File: config.mk
export PLATFORM = sky130hd
export DESIGN_NAME = gpio_edge_ctrl
export DESIGN_NICKNAME = d
export VERILOG_FILES = /design/src/rtl/gpio_ec_pkg.sv /design/src/rtl/gpio_ec_sync.sv /design/src/rtl/gpio_ec_edge.sv /design/src/rtl/gpio_edge_ctrl.sv
export SDC_FILE = /design/constraint.sdc
export NUM_CORES = 1
export LEC_CHECK = 0
export CORE_ASPECT_RATIO = 0.9
export CORE_MARGIN = 5
export CORE_UTILIZATION = 25
export CTS_BUF_LIST = sky130_fd_sc_hd__clkbuf_4 sky130_fd_sc_hd__clkbuf_8
export DETAILED_ROUTE_END_ITERATION = 10
export DONT_BUFFER_PORTS = 1
export MAX_ROUTING_LAYER = met4
export PLACE_DENSITY = 0.46
export SLEW_MARGIN = 10
export SYNTH_ARGS = -nofsm -noshare
export SYNTH_HDL_FRONTEND = slang
export SYNTH_HIERARCHICAL = 1
export SYNTH_SLANG_ARGS = --single-unit
File: constraint.sdc
create_clock -name clk -period 1.93 [get_ports clk]
set_input_delay 0.2895 -clock clk [delete_from_list [all_inputs] [get_ports clk]]
set_output_delay 0.2895 -clock clk [all_outputs]
set_load 0.05 [all_outputs]
File: src/rtl/gpio_ec_pkg.sv
`timescale 1ns/1ps
package gpio_ec_pkg;
    localparam int PAGE_W = 2;

    typedef enum logic [PAGE_W-1:0] {
        PG_NONE = 2'd0,
        PG_POL  = 2'd1,
        PG_EN   = 2'd2,
        PG_PEND = 2'd3
    } page_e;
endpackage

File: src/rtl/gpio_ec_sync.sv
`timescale 1ns/1ps
module gpio_ec_sync #(
    parameter int W = 8
) (
    input  logic         clk,
    input  logic         rst_n,
    input  logic [W-1:0] raw,
    output logic [W-1:0] safe
);
    typedef struct packed {
        logic [W-1:0] s1;
        logic [W-1:0] s2;
    } sync_t;

    sync_t d, q;

    always_comb begin
        d.s1 = raw;
        d.s2 = q.s1;
    end

    always_ff @(posedge clk or negedge rst_n) begin
        if (!rst_n) q <= '0;
        else        q <= d;
    end

    assign safe = q.s2;
endmodule

File: src/rtl/gpio_ec_edge.sv
`timescale 1ns/1ps
// One interrupt-capable port: edge detect against the previous level and latch pending flags.
module gpio_ec_edge #(
    parameter int W = 8
) (
    input  logic         clk,
    input  logic         rst_n,
    input  logic [W-1:0] lvl,
    input  logic [W-1:0] pol,
    input  logic [W-1:0] en_now,
    input  logic [W-1:0] en_next,
    output logic [W-1:0] pend
);
    typedef struct packed {
        logic [W-1:0] prev;
        logic [W-1:0] pend;
    } edge_t;

    edge_t        d, q;
    logic [W-1:0] hit;

    always_comb begin
        hit    = (pol & lvl & ~q.prev) | (~pol & ~lvl & q.prev);
        d.prev = lvl;
        // An edge counts only when the line was already enabled; a zero written now wins.
        d.pend = (q.pend | (hit & en_now)) & en_next;
    end

    always_ff @(posedge clk or negedge rst_n) begin
        if (!rst_n) q <= '0;
        else        q <= d;
    end

    assign pend = q.pend;
endmodule

File: src/rtl/gpio_edge_ctrl.sv
`timescale 1ns/1ps
module gpio_edge_ctrl
    import gpio_ec_pkg::*;
#(
    parameter int NUM_PORTS = 6,
    parameter int IRQ_PORTS = 3,
    parameter int PORT_W    = 8,
    parameter int ADDR_W    = 4
) (
    input  logic                        clk,
    input  logic                        rst_n,
    input  logic                        bus_wr,
    input  logic [ADDR_W-1:0]           bus_addr,
    input  logic [PORT_W-1:0]           bus_wdata,
    output logic [PORT_W-1:0]           bus_rdata,
    input  logic [NUM_PORTS*PORT_W-1:0] pin_in,
    output logic [NUM_PORTS*PORT_W-1:0] pin_drive,
    output logic                        irq_o
);
    localparam int LINES    = NUM_PORTS * PORT_W;
    localparam int SUM_OFS  = NUM_PORTS;
    localparam int CTRL_OFS = NUM_PORTS + 1;
    localparam int WIN_OFS  = NUM_PORTS + 2;

    typedef struct packed {
        logic [NUM_PORTS-1:0][PORT_W-1:0] latch;
        logic [PORT_W-1:0]                ctrl;
        logic [IRQ_PORTS-1:0][PORT_W-1:0] pol;
        logic [IRQ_PORTS-1:0][PORT_W-1:0] en;
    } regs_t;

    regs_t                            d, q;
    page_e                            page;
    logic [LINES-1:0]                 sync_lvl;
    logic [IRQ_PORTS-1:0][PORT_W-1:0] pend;
    logic [IRQ_PORTS-1:0]             summary;
    logic [IRQ_PORTS*PORT_W-1:0]      pend_flat;
    logic [IRQ_PORTS*PORT_W-1:0]      en_flat;
    logic [PORT_W-1:0]                ctrl_now;

    assign page = page_e'(q.ctrl[PORT_W-1 -: PAGE_W]);

    gpio_ec_sync #(.W(LINES)) u_sync (
        .clk  (clk),
        .rst_n(rst_n),
        .raw  (pin_in),
        .safe (sync_lvl)
    );

    for (genvar p = 0; p < IRQ_PORTS; p++) begin : g_edge
        gpio_ec_edge #(.W(PORT_W)) u_edge (
            .clk    (clk),
            .rst_n  (rst_n),
            .lvl    (sync_lvl[p*PORT_W +: PORT_W]),
            .pol    (q.pol[p]),
            .en_now (q.en[p]),
            .en_next(d.en[p]),
            .pend   (pend[p])
        );
        assign summary[p] = |pend[p];
    end

    // next-state decode of the register file
    always_comb begin
        d = q;
        if (bus_wr) begin
            for (int p = 0; p < NUM_PORTS; p++) begin
                if (bus_addr == ADDR_W'(p) && !q.ctrl[p]) d.latch[p] = bus_wdata;
            end
            if (bus_addr == ADDR_W'(CTRL_OFS)) d.ctrl = bus_wdata;
            for (int p = 0; p < IRQ_PORTS; p++) begin
                if (bus_addr == ADDR_W'(WIN_OFS + p)) begin
                    if (page == PG_POL)     d.pol[p] = bus_wdata;
                    else if (page == PG_EN) d.en[p]  = bus_wdata;
                end
            end
        end
    end

    always_ff @(posedge clk or negedge rst_n) begin
        if (!rst_n) q <= '0;
        else        q <= d;
    end

    // read multiplexer
    always_comb begin
        bus_rdata = '0;
        for (int p = 0; p < NUM_PORTS; p++) begin
            if (bus_addr == ADDR_W'(p)) bus_rdata = sync_lvl[p*PORT_W +: PORT_W];
        end
        if (bus_addr == ADDR_W'(SUM_OFS))  bus_rdata = PORT_W'(summary);
        if (bus_addr == ADDR_W'(CTRL_OFS)) bus_rdata = q.ctrl;
        for (int p = 0; p < IRQ_PORTS; p++) begin
            if (bus_addr == ADDR_W'(WIN_OFS + p)) begin
                case (page)
                    PG_POL:  bus_rdata = q.pol[p];
                    PG_EN:   bus_rdata = q.en[p];
                    PG_PEND: bus_rdata = pend[p];
                    default: bus_rdata = '0;
                endcase
            end
        end
    end

    assign pin_drive = q.latch;
    assign irq_o     = |summary;
    assign pend_flat = pend;
    assign en_flat   = q.en;
    assign ctrl_now  = q.ctrl;
endmodule

==> results of run 1 <==
[worst reg2reg max path, cell delays in order (launching register included)]
cell	delay (ns)
dfrtp_1	0.41
buf_6	0.13
nor2b_4	0.18
buf_12	0.17
nand3_4	0.13
nor3_4	0.17
buf_12	0.17
mux2_4	0.32
o31a_1	0.11
[layout by cell type, fill, tap and decap left out, types with 3 or more instances in the layout]
cell,count
a22oi_2,18
mux2_4,32
nand2_1,13
and4b_2,3
clkbuf_4,15
mux2_2,95
buf_6,7
buf_12,6
nor2_1,11
and4bb_1,3
o22ai_1,10
clkbuf_8,60
a22oi_1,7
mux2i_1,7
and4bb_2,21
o22ai_2,3
o21ai_0,15
o31a_1,26
and4b_1,21
dlygate4sd3_1,57
buf_4,75
nand2b_1,5
dfrtp_1,247
o311ai_1,3
or3_4,5
or3_1,3
or4_4,4
inv_1,5
nor2_2,4
nor4_2,5
clkinv_2,7
nand3b_1,3
a21oi_1,9
nand3_1,3
[what timing repair did]
action / CTS / global route
hold endpoints to repair: 424 / 248
endpoints found under the setup margin: 57 / 32
cloned: 0 / 0
setup buffers: 6 / 1
pin swaps: 26 / 13
gates resized for setup: 43 / 41
[power breakdown]
group / total [mW] / switching [mW] / internal, mW
sequential: 7.15 / 1.37 / 5.78
combinational: 1.77 / 0.743 / 1.03
clock: 5.53 / 2.31 / 3.22
total: 14.5 / 4.43 / 10.0
[layer usage]
layer | up-vias | GRT usage
met5 | - | -
met4 | 0 | 0.0440
li1 | 2806 | -
met3 | 60 | 0.0450
met2 | 150 | 0.208
met1 | 3255 | 0.169
[synthesized netlist by cell type, types with 3 or more instances]
cell type  count
o31a_1        26
buf_2         11
a22oi_1       25
nand2b_1       6
buf_4         75
mux2i_1        7
and4b_2        3
and4bb_1       3
inv_1          5
a211oi_1       3
buf_6          3
nor4_1         6
or4_1          5
o21ai_0       18
clkbuf_1      14
nor2_2         5
mux2_2       127
nand3b_1       3
dfrtp_1      248
o22ai_1       13
nand3_1        3
and4b_1       21
and4bb_2      21
o311ai_1       3
nand2_1       15
nor2_1        12
a21oi_1       10
or3_1          8
[through the flow]
stage	cells	setup TNS, ns
2_1_floorplan	726	-0.470
3_3_place_gp	1244	-6.93
3_5_place_dp	1244	-8.46
4_1_cts	1393	-6.93
5_1_grt	1395	-7.37
6_report	1395	-6.12
[final cells by class]
type / instances / area share
Clock inverter: 11 / 0.00685
Inverter: 5 / 0.00145
Antenna cell: 2 / 0.000386
Tap cell: 540 / 0.0521
Timing Repair Buffer: 146 / 0.104
Clock buffer: 75 / 0.0723
Multi-Input combinational cell: 368 / 0.285
Sequential cell: 248 / 0.478
[logic make-up after synthesis]
group,synth area share
multiplexers,0.151
flip-flops,0.605
buffers and inverters,0.0712
AO/OA/AOI/OAI,0.0730
AND/OR/NAND/NOR,0.100
[state kept, by name, indices dropped and copies added, names as in the netlist]
register / count
en_flat: 24
u_sync/safe: 48
g_edge.u_edge/pend: 24
pin_drive: 48
ctrl_now: 8
q: 24
u_sync/d: 48
g_edge.u_edge/q: 24
[worst paths after layout]
check / end / slack [ns] / cells after the start
max in group asynchronous: pin_drive[15]$_DFFE_PN0P_ / 2.24 / 0
worst min register to register: u_sync/safe[47]$_DFF_PN0_ / 0.34 / 0
min in group clk: en_flat[4]$_DFF_PN0_ / 0.10 / 3
worst min-delay path: u_sync/safe[20]$_DFF_PN0_ / -0.60 / 0
worst max-delay path: bus_rdata[1] / -0.76 / 5
worst max register to register: g_edge[0].u_edge/pend[6]$_DFF_PN0_ / 0.03 / 8
==> tab_implementation.tex, run 1 <==
\begin{tabular}{lr}
\hline
Metric & Value \\
\hline
\multicolumn{2}{l}{\textbf{STA}} \\
\quad Final worst path period share & 1.39 \\
\quad Hold slack & -0.603 ns \\
\quad Min Tclk post-route & 2.69 ns \\
\quad Worst max-slew margin expressed relative to the limit & 0.465 \\
\quad Setup-violating endpoint count in the final report & 9 \\
\quad Final Hold Violating Endpoints & 248 \\
\quad Unrepaired setup endpoints after global routing & true \\
\quad Clk\_skew & 0.0233 ns \\
\quad Highest clock frequency the design can meet & 372 MHz \\
\quad Tightest Pin Transition & 0.800 ns \\
\quad Max-slew violation total from the final report & 0 \\
\quad Worst path setup slack after routing & -0.759 ns \\
\multicolumn{2}{l}{\textbf{Yosys}} \\
\quad Share of the synthesized area in the top cell type & 0.605 \\
\quad Library cell with the largest summed area after synthesis & dfrtp\_1 \\
\quad Cells taking the most area after synthesis & dfrtp\_1, mux2\_2, buf\_4 \\
\quad Post-Syn Area & 0.0103 mm² \\
\quad Syn avg cell area & 14.1 µm² \\
\quad Number of flops mapped to enable cells by yosys & 0 \\
\quad Dominant register cell in the synthesized netlist & dfrtp\_1 \\
\quad Fraction of registers with async set/reset & 1.00 \\
\quad Synthesized Nets & 789 \\
\quad Number of instances in the synthesized netlist & 726 \\
\quad Synthesis Warnings & 6 \\
\quad Number of storage elements in the synthesis netlist & 248 \\
\quad Part of the Yosys area used for sequential elements & 0.605 \\
\quad Count of unique library cells instantiated by Yosys & 49 \\
\multicolumn{2}{l}{\textbf{Worst setup path}} \\
\quad Buffers plus inverters on the worst setup path & 1 \\
\quad WP data arrival & 2.40 ns \\
\quad Delay contributed by the slowest stage of the critical path & 0.66 ns \\
\quad Nature of the critical path startpoint & register \\
\quad CP Cell Sequence & buf\_6 > mux2\_2 > a22oi\_2 > o22ai\_1 > or4\_4 \\
\quad Reg-to-reg critical path startpoint & ctrl\_now[6]\$\_DFFE\_PN0P\_ \\
\quad Max stage delay cell, worst path & or4\_4 \\
\quad Required time at the endpoint of the critical path & 1.64 ns \\
\quad Critical Path Source & ctrl\_now[7]\$\_DFFE\_PN0P\_ \\
\quad Cell family with most CP delay & simple AND/OR/NAND/NOR gates \\
\quad CP Max Fanout & 6 \\
\quad Worst setup path category & reg -> out \\
\quad Crit. End Element & output pin \\
\multicolumn{2}{l}{\textbf{Floorplanning}} \\
\quad Number of placement rows & 70 \\
\quad Number of placed I/O pins & 120 \\
\quad Die X & 224 µm \\
\quad Core outline area & 0.0406 mm² \\
\quad Die Footprint & 0.0452 mm² \\
\quad Initial core utilization & 0.253 \\
\quad Die height & 202 µm \\
\multicolumn{2}{l}{\textbf{Layout}} \\
\quad Layout filler cell count & 4045 \\
\quad Fraction of final layout cells sized beyond drive strength 1 & 0.454 \\
\quad Syn-to-layout area delta & 26.4\% \\
\quad Number of nets at the end of the flow & 879 \\
\quad Area of all placed cells without fillers & 0.0130 mm² \\
\quad Reg area & 0.00621 mm² \\
\quad Final cell utilization of the core & 0.319 \\
\quad Total area of multi-input combinational cells & 0.00369 mm² \\
\multicolumn{2}{l}{\textbf{Job}} \\
\quad Max-capacitance violation count & 0 \\
\multicolumn{2}{l}{\textbf{Placed design}} \\
\quad Hpwl dp & 19400 µm \\
\quad Routability cong. & 0.817 \\
\quad Number of buffers inserted by port buffering & 0 \\
\quad Placement-stage cell area & 0.0110 mm² \\
\quad Setup WS pre-CTS & -0.296 ns \\
\multicolumn{2}{l}{\textbf{CTS}} \\
\quad Clock sinks & 248 \\
\quad Maximum number of buffers from clock root to sink & 3 \\
\quad Total CTS buffers & 47 \\
\quad H-tree level count & 2 \\
\quad CTS tree & yes \\
\quad Root Buffer & clkbuf\_8 \\
\quad Insertion delay of the later-clocked pin in the worst-skew pair & 0.60 ns \\
\quad Register clock-pin slew on the reported worst setup and hold paths & 0.06 ns \\
\quad Hold buffers post-CTS & 57 \\
\multicolumn{2}{l}{\textbf{Global route}} \\
\quad Total global-route track usage & 0.135 \\
\quad Wire length of the first global-routing pass & 44700 µm \\
\quad Pin count of the biggest net entering global routing & 249 \\
\quad Total gr overflow & 0 \\
\quad Vias in the first global route & 6854 \\
\quad Initial antenna violation count & 5 \\
\multicolumn{2}{l}{\textbf{Hold path}} \\
\quad Path type of the worst min-delay path & in -> async \\
\multicolumn{2}{l}{\textbf{Drt}} \\
\quad Routed Wire Length & 29800 µm \\
\quad Number of optimization iterations in the first detailed-route pass & 4 \\
\quad Routed len/inst & 21.4 µm \\
\quad DRC errors left & 0 \\
\quad Vias per Instance & 4.50 \\
\quad Amount of wire on met2 after detailed routing & 13900 µm \\
\quad Starting DRT DRC Count & 292 \\
\quad Highest metal layer with signal wires & met4 \\
\quad Vias after detailed routing & 6271 \\
\quad Routed length on met3 & 1870 µm \\
\quad Final antenna-violating net count & 0 \\
\quad Post-Route M1 WL & 13300 µm \\
\multicolumn{2}{l}{\textbf{Pwr}} \\
\quad Tot Pwr & 14.5 mW \\
\quad Leak pwr & 5.69 nW \\
\quad Worst ir drop on vdd & 0.752 mV \\
\quad Areal power density over the cells & 1110 mW/mm² \\
\multicolumn{2}{l}{\textbf{Outcome}} \\
\quad Status & finished with violations \\
\quad Violated checks & negative hold slack, negative setup slack \\
\hline
\end{tabular}
Power figures use the tool's default switching activity.
==> run 2: changes to the inputs <==
--- a/config.mk
+++ b/config.mk
@@ -6,7 +6,6 @@
 export NUM_CORES = 1
 export LEC_CHECK = 0
 export CORE_ASPECT_RATIO = 0.9
-export CORE_MARGIN = 5
 export CORE_UTILIZATION = 25
 export CTS_BUF_LIST = sky130_fd_sc_hd__clkbuf_4 sky130_fd_sc_hd__clkbuf_8
 export DETAILED_ROUTE_END_ITERATION = 10
==> run 2 against run 1 <==
Effect of this change:
- the flow still finishes with violations (negative hold slack, negative setup slack)
- worst hold slack improved by 0.00063 ns
- sequential power is essentially flat
- clock skew rose by 0.0051 ns
- non-clock buffer count down 2
- core utilization decreased by 0.30 points
- first-iteration DRC count increased by 9.2%
- largest power group unchanged
- routed wire length shrank 6.0%
- final cell count is 0.57% lower
- combinational power fell by 2%
- maximum frequency barely moved
- register-to-register slack better by 0.05 ns
- total power is 0.45% lower
==> tab_implementation.tex, run 2 (same netlist as run 1, synthesis figures left out) <==
\begin{tabular}{lr}
\hline
Metric & Value \\
\hline
\multicolumn{2}{l}{\textbf{STA}} \\
\quad Unrepaired setup endpoints after global routing & true \\
\quad Max-slew violation total from the final report & 0 \\
\quad Final worst path period share & 1.39 \\
\quad Worst max-slew margin expressed relative to the limit & 0.445 \\
\quad Min Tclk post-route & 2.69 ns \\
\quad Highest clock frequency the design can meet & 372 MHz \\
\quad Tightest Pin Transition & 0.832 ns \\
\quad Final Hold Violating Endpoints & 248 \\
\quad Clk\_skew & 0.0285 ns \\
\quad Setup-violating endpoint count in the final report & 9 \\
\quad Final-layout setup total negative slack & -6.05 ns \\
\quad Hold slack & -0.602 ns \\
\quad Worst path setup slack after routing & -0.758 ns \\
\multicolumn{2}{l}{\textbf{Outcome}} \\
\quad Violated checks & negative hold slack, negative setup slack \\
\quad Status & finished with violations \\
\multicolumn{2}{l}{\textbf{Floorplanning}} \\
\quad Die X & 216 µm \\
\quad Die height & 194 µm \\
\quad Initial core utilization & 0.253 \\
\quad Number of placement rows & 70 \\
\quad Die Footprint & 0.0419 mm² \\
\quad Number of placed I/O pins & 120 \\
\quad Core outline area & 0.0406 mm² \\
\multicolumn{2}{l}{\textbf{Worst setup path}} \\
\quad Nature of the critical path startpoint & register \\
\quad Delay contributed by the slowest stage of the critical path & 0.66 ns \\
\quad Required time at the endpoint of the critical path & 1.64 ns \\
\quad Max stage delay cell, worst path & or4\_4 \\
\quad Worst setup path category & reg -> out \\
\quad WP data arrival & 2.40 ns \\
\quad CP Cell Sequence & buf\_6 > mux2\_4 > a22oi\_2 > o22ai\_1 > or4\_4 \\
\quad CP Max Fanout & 6 \\
\quad Cell family with most CP delay & simple AND/OR/NAND/NOR gates \\
\quad Buffers plus inverters on the worst setup path & 1 \\
\quad Crit. End Element & output pin \\
\multicolumn{2}{l}{\textbf{Drt}} \\
\quad Vias per Instance & 4.43 \\
\quad Routed len/inst & 20.2 µm \\
\quad Number of optimization iterations in the first detailed-route pass & 4 \\
\quad Final antenna-violating net count & 0 \\
\quad Routed Wire Length & 28000 µm \\
\quad Vias after detailed routing & 6140 \\
\quad DRC errors left & 0 \\
\quad Starting DRT DRC Count & 319 \\
\multicolumn{2}{l}{\textbf{CTS}} \\
\quad Root Buffer & clkbuf\_8 \\
\quad Hold buffers post-CTS & 56 \\
\quad H-tree level count & 2 \\
\quad Maximum number of buffers from clock root to sink & 3 \\
\quad Clock sinks & 248 \\
\quad Insertion delay of the later-clocked pin in the worst-skew pair & 0.60 ns \\
\quad CTS tree & yes \\
\quad Total CTS buffers & 46 \\
\quad Register clock-pin slew on the reported worst setup and hold paths & 0.06 ns \\
\multicolumn{2}{l}{\textbf{Layout}} \\
\quad Total area of multi-input combinational cells & 0.00359 mm² \\
\quad Number of nets at the end of the flow & 876 \\
\quad Area of all placed cells without fillers & 0.0128 mm² \\
\quad Top library cells by usage in the layout, fill and taps aside & dfrtp\_1, mux2\_2, buf\_4 \\
\quad Reg area & 0.00621 mm² \\
\quad Leading cell type in the layout, fill and taps excluded & dfrtp\_1 \\
\quad Layout filler cell count & 4037 \\
\quad Antenna fix cells & 0 \\
\quad Fraction of final layout cells sized beyond drive strength 1 & 0.440 \\
\quad Syn-to-layout area delta & 25.0\% \\
\quad Final cell utilization of the core & 0.316 \\
\multicolumn{2}{l}{\textbf{Global route}} \\
\quad Vias in the first global route & 6612 \\
\quad Initial antenna violation count & 0 \\
\quad Total gr overflow & 0 \\
\quad Busiest layer in global routing & met2 \\
\quad Total global-route track usage & 0.142 \\
\quad Met1 usage in global routing & 0.190 \\
\quad Met3 track demand over resource & 0.0387 \\
\quad Wire length of the first global-routing pass & 42800 µm \\
\quad Pin count of the biggest net entering global routing & 249 \\
\quad Global routing met2 resource utilization & 0.208 \\
\multicolumn{2}{l}{\textbf{Pwr}} \\
\quad Worst ir drop on vdd & 0.909 mV \\
\quad Areal power density over the cells & 1120 mW/mm² \\
\quad Tot Pwr & 14.4 mW \\
\quad Leak pwr & 5.64 nW \\
\multicolumn{2}{l}{\textbf{Hold path}} \\
\quad Path type of the worst min-delay path & in -> async \\
\multicolumn{2}{l}{\textbf{Job}} \\
\quad Max-capacitance violation count & 0 \\
\multicolumn{2}{l}{\textbf{Placed design}} \\
\quad Hpwl dp & 18800 µm \\
\quad Routability cong. & 0.786 \\
\quad Number of buffers inserted by port buffering & 0 \\
\quad Placement-stage cell area & 0.0109 mm² \\
\hline
\end{tabular}
run 2: final cells by class:
type	instances	share of cell area
tap	540	0.0527
multi-input combinational	368	0.280
clock buffer	65	0.0658
inverter	5	0.00146
sequential	248	0.484
timing repair buffer	144	0.103
clock inverter	17	0.0129
run 2: report_power, final:
| part | internal [mW] | switching (mW) |
|---|---|---|
| Sequential | 5.78 | 1.35 |
| Clock | 3.23 | 2.31 |
| Combinational | 0.995 | 0.735 |
| Total | 10.0 | 4.39 |
run 2: final timing paths:
check	start	end	slack, ns	cells after the start
max in group asynchronous	rst_n	ctrl_now[7]$_DFFE_PN0P_	1.80	0
min in group clk	bus_addr[1]	en_flat[4]$_DFF_PN0_	0.10	3
worst min register to register	u_sync/d[38]$_DFF_PN0_	u_sync/safe[38]$_DFF_PN0_	0.34	0
worst min-delay path	rst_n	pin_drive[27]$_DFFE_PN0P_	-0.60	0
worst max-delay path	ctrl_now[7]$_DFFE_PN0P_	bus_rdata[0]	-0.76	5
worst max register to register	ctrl_now[6]$_DFFE_PN0P_	g_edge[0].u_edge/pend[1]$_DFF_PN0_	0.08	8
run 2: routing by layer:
metal	share of wire	vias up	wire length, µm
met1	0.46	3142	12900
met3	0.062	50	1740
met5	0	-	0
met4	0.024	0	680
met2	0.45	158	12700
li1	-	2790	-
run 2: worst register-to-register path: stages, from the launching register on:
cell and delay [ns]:
dfrtp_1 0.41, buf_6 0.13, nor2b_4 0.16, buf_6 0.15
nand3_4 0.12, nor3_4 0.16, buf_12 0.17, mux2_4 0.31
o31a_1 0.12
run 2: repair_timing:
| action | CTS | global route |
|---|---|---|
| buffers inserted | 8 | 1 |
| pin swaps | 15 | 8 |
| setup endpoints to repair | 57 | 19 |
| gates resized for setup | 41 | 23 |
| hold endpoints to repair | 424 | 248 |
run 2: per-stage QoR:
step                      cells  setup WS [ns]
after global placement     1242         -0.252
after detailed placement   1242         -0.246
after global routing       1387         -0.860
after floorplan             726         -0.243
after CTS                  1386         -0.818
final                      1387         -0.758
==> run 3: changes to the inputs <==
--- a/config.mk
+++ b/config.mk
@@ -5,6 +5,7 @@
 export SDC_FILE = /design/constraint.sdc
 export NUM_CORES = 1
 export LEC_CHECK = 0
+export CAP_MARGIN = 40
 export CORE_ASPECT_RATIO = 0.9
 export CORE_UTILIZATION = 25
 export CTS_BUF_LIST = sky130_fd_sc_hd__clkbuf_4 sky130_fd_sc_hd__clkbuf_8
@@ -17,3 +18,4 @@
 export SYNTH_HDL_FRONTEND = slang
 export SYNTH_HIERARCHICAL = 1
 export SYNTH_SLANG_ARGS = --single-unit
+export TNS_END_PERCENT = 1
==> run 3 against run 2 <==
Effect of this change:
- the run still ends with negative hold slack, negative setup slack left
- highest routed layer unchanged
- setup slack worse by 0.10 ns
- final area rose by 1.1%
- largest power group unchanged
- via count increased by 2.0%
- total power is 0.29% higher
==> tab_implementation.tex, run 3 (same netlist as run 1, synthesis figures left out) <==
\begin{tabular}{lr}
\hline
Metric & Value \\
\hline
\multicolumn{2}{l}{\textbf{Outcome}} \\
\quad Status & finished with violations \\
\quad Violated checks & negative hold slack, negative setup slack \\
\multicolumn{2}{l}{\textbf{Floorplanning}} \\
\quad Initial core utilization & 0.253 \\
\quad Die X & 216 µm \\
\quad Number of placed I/O pins & 120 \\
\quad Core outline area & 0.0406 mm² \\
\quad Die height & 194 µm \\
\quad Die Footprint & 0.0419 mm² \\
\quad Number of placement rows & 70 \\
\multicolumn{2}{l}{\textbf{Drt}} \\
\quad Final antenna-violating net count & 0 \\
\quad Number of optimization iterations in the first detailed-route pass & 5 \\
\quad Post-Route M1 WL & 13300 µm \\
\quad Vias after detailed routing & 6260 \\
\quad Routed length on met3 & 1450 µm \\
\quad DRC errors left & 0 \\
\quad Vias per Instance & 4.47 \\
\quad Amount of wire on met2 after detailed routing & 13100 µm \\
\quad Starting DRT DRC Count & 423 \\
\quad Routed len/inst & 20.4 µm \\
\quad Routed Wire Length & 28600 µm \\
\quad Highest metal layer with signal wires & met4 \\
\multicolumn{2}{l}{\textbf{Worst setup path}} \\
\quad Flop2flop setup slack & -0.19 ns \\
\quad Required time at the endpoint of the critical path & 1.64 ns \\
\quad Critical Path Source & ctrl\_now[7]\$\_DFFE\_PN0P\_ \\
\quad Worst setup path end & bus\_rdata[3] \\
\quad Worst setup path category & reg -> out \\
\quad WP data arrival & 2.50 ns \\
\quad CP Max Fanout & 7 \\
\quad Worst reg2reg endpoint & g\_edge[2].u\_edge/pend[0]\$\_DFF\_PN0\_ \\
\quad Cell depth of the worst flop-to-flop path & 8 \\
\quad Nature of the critical path startpoint & register \\
\quad Reg-to-reg critical path startpoint & ctrl\_now[7]\$\_DFFE\_PN0P\_ \\
\quad Crit. End Element & output pin \\
\multicolumn{2}{l}{\textbf{CTS}} \\
\quad Maximum number of buffers from clock root to sink & 3 \\
\quad Total CTS buffers & 46 \\
\quad Register clock-pin slew on the reported worst setup and hold paths & 0.06 ns \\
\quad CTS tree & yes \\
\quad Clock sinks & 248 \\
\quad Insertion delay of the later-clocked pin in the worst-skew pair & 0.60 ns \\
\quad Root Buffer & clkbuf\_8 \\
\quad H-tree level count & 2 \\
\quad Hold buffers post-CTS & 56 \\
\multicolumn{2}{l}{\textbf{STA}} \\
\quad Highest clock frequency the design can meet & 358 MHz \\
\quad Final Hold Violating Endpoints & 248 \\
\quad Final worst path period share & 1.45 \\
\quad Tightest Pin Transition & 0.888 ns \\
\quad Clk\_skew & 0.0200 ns \\
\quad Worst max-slew margin expressed relative to the limit & 0.406 \\
\quad Setup-violating endpoint count in the final report & 57 \\
\quad Final-layout setup total negative slack & -12.36 ns \\
\quad Worst path setup slack after routing & -0.861 ns \\
\quad Min Tclk post-route & 2.79 ns \\
\quad Unrepaired setup endpoints after global routing & true \\
\quad Max-slew violation total from the final report & 0 \\
\quad Hold slack & -0.617 ns \\
\multicolumn{2}{l}{\textbf{Placed design}} \\
\quad Setup WS pre-CTS & -0.361 ns \\
\quad Number of cells after detailed placement & 1262 \\
\quad Number of buffers inserted by port buffering & 0 \\
\quad Hpwl dp & 19100 µm \\
\quad Routability cong. & 0.831 \\
\multicolumn{2}{l}{\textbf{Global route}} \\
\quad Wire length of the first global-routing pass & 43400 µm \\
\quad Vias in the first global route & 6700 \\
\quad Pin count of the biggest net entering global routing & 249 \\
\quad Total global-route track usage & 0.144 \\
\quad Total gr overflow & 0 \\
\quad Initial antenna violation count & 2 \\
\multicolumn{2}{l}{\textbf{Job}} \\
\quad Max-capacitance violation count & 0 \\
\multicolumn{2}{l}{\textbf{Layout}} \\
\quad Fraction of final layout cells sized beyond drive strength 1 & 0.449 \\
\quad Leading cell type in the layout, fill and taps excluded & dfrtp\_1 \\
\quad Number of standard cells in the final layout excluding fillers & 1402 \\
\quad Number of nets at the end of the flow & 891 \\
\quad Syn-to-layout area delta & 26.3\% \\
\quad Top library cells by usage in the layout, fill and taps aside & dfrtp\_1, mux2\_2, buf\_4 \\
\quad Final cell utilization of the core & 0.320 \\
\quad Layout filler cell count & 4014 \\
\multicolumn{2}{l}{\textbf{Pwr}} \\
\quad Leak pwr & 5.70 nW \\
\quad Worst ir drop on vdd & 0.531 mV \\
\quad Areal power density over the cells & 1110 mW/mm² \\
\multicolumn{2}{l}{\textbf{Hold path}} \\
\quad Path type of the worst min-delay path & in -> async \\
\hline
\end{tabular}
[run 3: cell count changes in the layout (fill, tap and decap cells not counted), moves of 3 or more]
cell,before,now
buf_12,5,13
clkinv_2,12,7
mux2_4,13,2
mux2_2,114,125
buf_4,73,84
buf_6,9,6
[run 3: power breakdown]
| group | switching (mW) | internal (mW) | total [mW] |
|---|---|---|---|
| Sequential | 1.35 | 5.78 | 7.13 |
| Combinational | 0.739 | 1.01 | 1.75 |
| Clock | 2.28 | 3.29 | 5.56 |
| Total | 4.36 | 10.1 | 14.4 |
[run 3: how the worst min path moves through the flow]
stage | start | to | slack, ns | cells after the start
after detailed placement | rst_n | pin_drive[34]$_DFFE_PN0P_ | -0.0009 | 0
after global placement | rst_n | pin_drive[7]$_DFFE_PN0P_ | -0.0008 | 0
final | rst_n | pin_drive[34]$_DFFE_PN0P_ | -0.62 | 0
after floorplan | rst_n | ctrl_now[0]$_DFFE_PN0P_ | -0.006 | 0
after global routing | rst_n | pin_drive[34]$_DFFE_PN0P_ | -0.66 | 0
after CTS | rst_n | pin_drive[34]$_DFFE_PN0P_ | -0.67 | 0
[run 3: layout make-up]
class | count | area [µm²] | share of cell area
timing repair buffer | 159 | 1520 | 0.117
antenna | 2 | 5.00 | 0.000386
inverter | 5 | 18.8 | 0.00145
clock buffer | 66 | 865 | 0.0667
multi-input combinational | 368 | 3520 | 0.271
sequential | 248 | 6210 | 0.479
clock inverter | 14 | 158 | 0.0122
tap | 540 | 676 | 0.0521
[run 3: worst max-delay path, cell delays in order (launching register included)]
cell,delay [ns]
dfrtp_2,0.44
buf_6,0.17
buf_12,0.13
mux2_2,0.34
a22oi_2,0.13
o22ai_1,0.11
or3_4,0.41
buf_12,0.16
[run 3: timing repair]
item                                   4_1_cts  5_1_grt
resized for setup                           32       18
gates cloned                                 1        0
pin swaps                                   12       21
setup buffers                                1        1
setup endpoints to repair                   57       57
endpoints found under the hold margin      424      248
[run 3: per-stage QoR]
| step | hold slack (ns) | total power, mW | instance area, µm² |
|---|---|---|---|
| finish | -0.617 | 14.4 | 13000 |
| global route | -0.661 | 15.1 | 13000 |
| CTS | -0.673 | 14.6 | 12900 |
| detailed placement | -0.000877 | 8.69 | 11100 |
| global placement | -0.000799 | 8.65 | 11100 |
| floorplan | -0.00609 | 8.46 | 10300 |
[run 3: metal layers]
layer / global-route usage / vias to the layer above
li1: - / 2819
met1: 0.190 / 3218
met2: 0.215 / 170
met3: 0.0312 / 53
met4: 0.0567 / 0
met5: - / -
